===== src/rtl/cnt4_pkg.sv =====
package cnt4_pkg;

  typedef enum logic [1:0] {
    OP_HOLD  = 2'd0,
    OP_COUNT = 2'd1,
    OP_LOAD  = 2'd2,
    OP_CLEAR = 2'd3
  } cnt_op_e;

endpackage


===== src/rtl/cnt4_ctrl.sv =====
module cnt4_ctrl
  import cnt4_pkg::*;
(
  input  logic    clr_act,
  input  logic    load_n,
  input  logic    en_p,
  input  logic    en_t,
  output cnt_op_e op
);

  // Clear first, then preset, then count; otherwise hold.
  always_comb begin
    if (clr_act)            op = OP_CLEAR;
    else if (!load_n)       op = OP_LOAD;
    else if (en_p && en_t)  op = OP_COUNT;
    else                    op = OP_HOLD;
  end

endmodule


===== src/rtl/cnt4_next.sv =====
module cnt4_next
  import cnt4_pkg::*;
#(
  parameter int CNT_W     = 4,
  parameter bit IS_DECADE = 1'b0
) (
  input  cnt_op_e          op,
  input  logic [CNT_W-1:0] q,
  input  logic [CNT_W-1:0] din,
  output logic [CNT_W-1:0] d
);

  localparam logic [CNT_W-1:0] DEC_LAST = CNT_W'(9);

  logic [CNT_W-1:0] inc;

  generate
    if (IS_DECADE) begin : g_dec
      // Legal last digit wraps to zero; illegal codes use plain wrap.
      always_comb inc = (q == DEC_LAST) ? '0 : q + 1'b1;
    end else begin : g_bin
      always_comb inc = q + 1'b1;
    end
  endgenerate

  always_comb begin
    unique case (op)
      OP_CLEAR: d = '0;
      OP_LOAD:  d = din;
      OP_COUNT: d = inc;
      default:  d = q;
    endcase
  end

endmodule


===== src/rtl/cnt4_tc.sv =====
module cnt4_tc #(
  parameter int CNT_W     = 4,
  parameter bit IS_DECADE = 1'b0
) (
  input  logic [CNT_W-1:0] q,
  input  logic             en_t,
  output logic             carry
);

  logic term;

  generate
    if (IS_DECADE) begin : g_dec
      always_comb term = q[0] & q[3];
    end else begin : g_bin
      always_comb term = &q;
    end
  endgenerate

  assign carry = en_t & term;

endmodule


===== src/rtl/cnt4_rel_sync.sv =====
module cnt4_rel_sync #(
  parameter int STAGES = 2
) (
  input  logic clk,
  input  logic clr_n,
  output logic rel_n
);

  logic [STAGES-1:0] sh;

  // Assert at once, release only after STAGES rising edges.
  always_ff @(posedge clk or negedge clr_n) begin
    if (!clr_n) sh <= '0;
    else        sh <= {sh[STAGES-2:0], 1'b1};
  end

  assign rel_n = sh[STAGES-1];

endmodule


===== src/rtl/cnt4_cascadable.sv =====
module cnt4_cascadable
  import cnt4_pkg::*;
#(
  parameter int CNT_W       = 4,
  parameter bit IS_DECADE   = 1'b0,
  parameter bit ASYNC_CLEAR = 1'b0,
  parameter int SYNC_STAGES = 2
) (
  input  logic             clk,
  input  logic             clr_n,
  input  logic             load_n,
  input  logic [CNT_W-1:0] din,
  input  logic             en_p,
  input  logic             en_t,
  output logic [CNT_W-1:0] q,
  output logic             carry
);

  logic             clr_ok;
  logic             clr_act;
  cnt_op_e          op;
  logic [CNT_W-1:0] d;

  generate
    if (ASYNC_CLEAR) begin : g_async
      cnt4_rel_sync #(.STAGES(SYNC_STAGES)) u_rel (
        .clk   (clk),
        .clr_n (clr_n),
        .rel_n (clr_ok)
      );
      assign clr_act = 1'b0;
      always_ff @(posedge clk or negedge clr_ok) begin
        if (!clr_ok) q <= '0;
        else         q <= d;
      end
    end else begin : g_sync
      assign clr_ok  = clr_n;
      assign clr_act = ~clr_n;
      always_ff @(posedge clk) q <= d;
    end
  endgenerate

  cnt4_ctrl u_ctrl (
    .clr_act (clr_act),
    .load_n  (load_n),
    .en_p    (en_p),
    .en_t    (en_t),
    .op      (op)
  );

  cnt4_next #(.CNT_W(CNT_W), .IS_DECADE(IS_DECADE)) u_next (
    .op  (op),
    .q   (q),
    .din (din),
    .d   (d)
  );

  cnt4_tc #(.CNT_W(CNT_W), .IS_DECADE(IS_DECADE)) u_tc (
    .q     (q),
    .en_t  (en_t),
    .carry (carry)
  );

endmodule


===== config.mk =====
export PLATFORM = sky130hd
export DESIGN_NAME = cnt4_cascadable
export DESIGN_NICKNAME = d
export VERILOG_FILES = /design/src/rtl/cnt4_pkg.sv /design/src/rtl/cnt4_ctrl.sv /design/src/rtl/cnt4_next.sv /design/src/rtl/cnt4_tc.sv /design/src/rtl/cnt4_rel_sync.sv /design/src/rtl/cnt4_cascadable.sv
export SDC_FILE = /design/constraint.sdc
export NUM_CORES = 1
export LEC_CHECK = 0
export CORE_AREA = 2 2 39 41
export DETAILED_ROUTE_END_ITERATION = 12
export DIE_AREA = 0 0 41 43
export DONT_BUFFER_PORTS = 1
export PLACE_DENSITY = 0.35
export SYNTH_ARGS = -nofsm -noshare
export SYNTH_HDL_FRONTEND = slang
export SYNTH_SLANG_ARGS = --single-unit
export TNS_END_PERCENT = 50

===== constraint.sdc =====
create_clock -name clk -period 2 [get_ports clk]
set_clock_uncertainty 0.05 [all_clocks]
set_input_delay 0.3 -clock clk [delete_from_list [all_inputs] [get_ports clk]]
set_output_delay 0.3 -clock clk [all_outputs]
set_load 0.1 [all_outputs]

---- After elaboration in Yosys (flattened, before gate mapping) ----
Cells that the tools add are included.
storage, ports and cells
  flip-flop bits (word level) ............. 4
  input bits .............................. 9
  output and inout bits ................... 5
  logic and storage cells ................. 13
cells by class
  $add $sub $neg .......................... 1
  bitwise gates (word level) .............. 1
  reduce and logical (&&, ||, !) cells .... 3
  eq/ne operators ......................... 3
  multiplexer cells ....................... 4
operators with widths
  kind                                                              count
  4-bit one-hot mux with 3 select lines                             1
  4-bit by 1-bit adder with 4-bit output (second input constant)    1
  2-bit == test (second input constant)                             2
  2-bit 2-to-1 mux                                                  2
  4-bit AND reduction                                               1
  3-bit nonzero test                                                1
  2-bit by 1-bit == test with 1-bit output (second input constant)  1
  1-bit bitwise AND                                                 1
  1-bit logical AND                                                 1
  1-bit 2-to-1 mux                                                  1

---- Logic depth before layout (Yosys ltp) ----
  depth after elaboration ................. 6
  depth in mapped cells ................... 3
  depth with buffers taken out ............ 3

---- Hierarchy ----
A second synthesis with hierarchy kept.
unflattened totals
  cell total of the unflattened synthesis .. 29
  area, all modules ....................... 255.2 sq um
modules (own cells, without submodules)
  module           instances  seq. area each (sq um)  cells each  area each (sq um)
  cnt4_next        1          0.0                     19          143.9
  cnt4_cascadable  1          80.1                    5           83.8
  cnt4_ctrl        1          0.0                     2           15.0
  cnt4_tc          1          0.0                     3           12.5

---- Worst setup path before layout ----
OpenSTA, ideal clock, no wires.
  kind .................................... reg2out
  start point ............................. register q[0]
  end point ............................... output port carry
  stages on the path, launching flop included .. 3
  path slack .............................. -0.433 ns
  buffers on the path ..................... 0
  arrival time ............................ 2.083 ns
  data required time ...................... 1.650 ns
  cells stage by stage .................... edfxtp_1 > ha_1 > and4_1
between the ends
  longest elaborated chain between the ends .. 2
RTL lines
  element                 line                   source
  from (decl)             cnt4_cascadable.sv:15  output logic [CNT_W-1:0] q,
  from (signal assigned)  cnt4_cascadable.sv:39  always_ff @(posedge clk) q <= d;
  4-bit AND reduction     cnt4_tc.sv:16          always_comb term = &q;
  1-bit bitwise AND       cnt4_tc.sv:20          assign carry = en_t & term;
  to (decl)               cnt4_cascadable.sv:16  output logic carry
No other way between the ends.

---- Final worst setup path ----
  start point ............................. register q[1]
  end point ............................... output port carry
The elaborated chain is that of the path after synthesis.

==> results.py <==
metrics = {
    "synth": {
        "syn_area_per_cell_um2": 10.98,
        "synth.distinct_cells": 13,
        "yosysSeqAreaShare": 0.4974,
        "netlist_area_um2": 241.5,
        "yosys_warnings": 0,
        "syn_nets": 32,
        "syn_inst": 22,
        "synth_seq_cells": 4,
    },
    "clocking": {
        "clk-insertion-delay-late_ns": 0.24,
        "cts_tree": "built",
        "cts_resized": 0,
        "holdBufCountCts": 0,
        "clock_path_buffers": 2,
        "path_clk_slew_ns": 0.04,
        "cts_buffers": 3,
        "cts-htree-levels": 1,
        "post-cts-setup-buffers": 0,
        "cts.sinks": 4,
        "root_buffer": "clkbuf_4",
    },
    "final_layout": {
        "multi_input_area_um2": 120.1,
        "drive_gt1_frac": 0.4516,
        "n_antenna_cell": 0,
        "regMostFlops": "q",
        "largest_reg_flops": 4,
        "area_delta_synth_final_pct": 42.49,
        "seqCellArea_um2": 120.1,
        "top_regs": "q: 4 flops",
        "final_nets": 43,
        "fillers": 152,
    },
    "place": {
        "io_buffers": 0,
        "routabilityCongestion": 0.6658,
        "place_worst_setup_slack_ns": -0.02979,
    },
    "sta": {
        "period_minus_slack_ns": 2.263,
        "worst_slack_ns": -0.2635,
        "grt_setup_unrepaired": "true",
        "setup_viol": 1,
        "fmax_mhz": 441.8,
        "max_slew_margin": 0.3659,
        "worstMarginPinSlew_ns": 0.9512,
        "final_hold_viol_count": 0,
        "maxSlewViolCount": 0,
        "period_share": 1.132,
        "holdWs_ns": 0.2064,
    },
    "setup_path": {
        "r2r_setup_slack_ns": 0.11,
        "worstPathArrival_ns": 1.91,
        "worstPathMaxFanout": 3,
        "end_kind": "output port",
        "critPathKind": "reg2out",
        "cp_data_required_time_ns": 1.65,
        "cp-start-kind": "flip-flop",
    },
    "outcome": {
        "violations": "setup timing",
        "status": "finished, violations left",
    },
    "detailed_routing": {
        "routed_wl_um": 551,
        "drt_iter0_drc": 6,
        "num_vias": 199,
        "drtPass1Iterations": 4,
        "postRouteAntennaNets": 0,
        "wl_per_cell_um": 11.72,
        "via_per_inst": 4.234,
        "post-route-drc-count": 0,
    },
    "floorplanning": {
        "die_x_um": 41,
        "top_level_ports": 14,
        "rows": 14,
        "coreArea_um2": 1384,
        "dieArea_um2": 1763,
        "die_h_um": 43,
        "start_util": 0.1745,
    },
    "grt": {
        "grt_pass1_vias": 194,
        "overflow": 0,
        "grtUsageTotal": 0.07972,
        "antenna_found_initial": 0,
        "grt_pass1_wl_um": 765,
        "grt_max_degree": 5,
    },
    "hold_path": {
        "worstHoldPathType": "in2reg",
    },
    "flow_run": {
        "maxCapViolCount": 0,
    },
    "pwr": {
        "max-vdd-ir-drop_uv": 231.0,
        "leakage_nw": 0.1397,
        "power_density_nw_per_um2": 845.7,
    },
}
-- placed cells by master, fill, tap and decap left out, drive strengths merged --
master,instances
buf,6
nand2,5
edfxtp,4
o21ai,4
clkbuf,3
nand3,2
nand4,1
xor2,1
nor2b,1
xnor2,1
inv,1
and4,1
ha,1
-- cell usage after synthesis (all sizes together) --
cell | number | share of area
xnor2 | 1 | 0.036
nor2b | 1 | 0.036
xor2 | 1 | 0.036
nand4 | 1 | 0.052
edfxtp | 4 | 0.50
and4 | 1 | 0.036
nand3 | 2 | 0.062
ha | 1 | 0.052
inv | 1 | 0.016
nand2 | 5 | 0.078
o21ai | 4 | 0.098
-- report_power, final --
group / internal [W] / total (W) / switching (W)
combinational: 0.0000173 / 0.0000551 / 0.0000378
clock: 0.0000672 / 0.000102 / 0.0000348
sequential: 0.000101 / 0.000134 / 0.0000326
-- stage by stage --
step / utilization / total power [W] / TNS (ns) / std cells / area, µm²
6_report: 0.2486 / 0.0002910 / -0.2635 / 47 / 344.1
3_3_place_gp: 0.2324 / 0.0001906 / -0.02639 / 44 / 321.6
4_1_cts: 0.2486 / 0.0002960 / -0.2875 / 47 / 344.1
3_5_place_dp: 0.2324 / 0.0001907 / -0.02979 / 44 / 321.6
2_1_floorplan: - / 0.0001744 / -0.05115 / 22 / 244.0
5_1_grt: 0.2486 / 0.0003069 / -0.3147 / 47 / 344.1
-- layer usage --
| layer | global-route usage | wire, µm | vias to the layer above |
|---|---|---|---|
| li1 | - | - | 99 |
| met1 | 0.07516 | 197 | 88 |
| met2 | 0.08438 | 279 | 12 |
| met3 | 0.05759 | 74 | 0 |
| met4 | 0.1200 | 0 | 0 |
| met5 | 0 | 0 | - |
-- logic make-up after synthesis --
family	after synthesis	share of synthesized area
AO/OA/AOI/OAI	4	0.09843
XOR/XNOR	2	0.07255
buffers and inverters	1	0.01553
flip-flops	4	0.4974
AND/OR/NAND/NOR	10	0.2642
adder cells (fa/ha/maj)	1	0.05181
-- final timing paths --
path / to / cells after the start / start
worst min-delay path: q[3] / 2 / din[3]
worst max-delay path: carry / 3 / q[1]
worst max register to register: q[2] / 4 / q[1]
worst min register to register: q[3] / 2 / q[3]
-- worst max-delay path, stage by stage, from the launching register on --
cell and delay, ns:
edfxtp_1 0.97, ha_1 0.31, and4_4 0.22, buf_12 0.17
-- final cells by class --
class	instances	area share
sequential	4	0.3491
multi-input combinational	17	0.3491
timing repair buffer	6	0.1673
clock buffer	3	0.06545
tap	16	0.05818
inverter	1	0.01091
No activity file was read; power rests on OpenSTA's default activity.
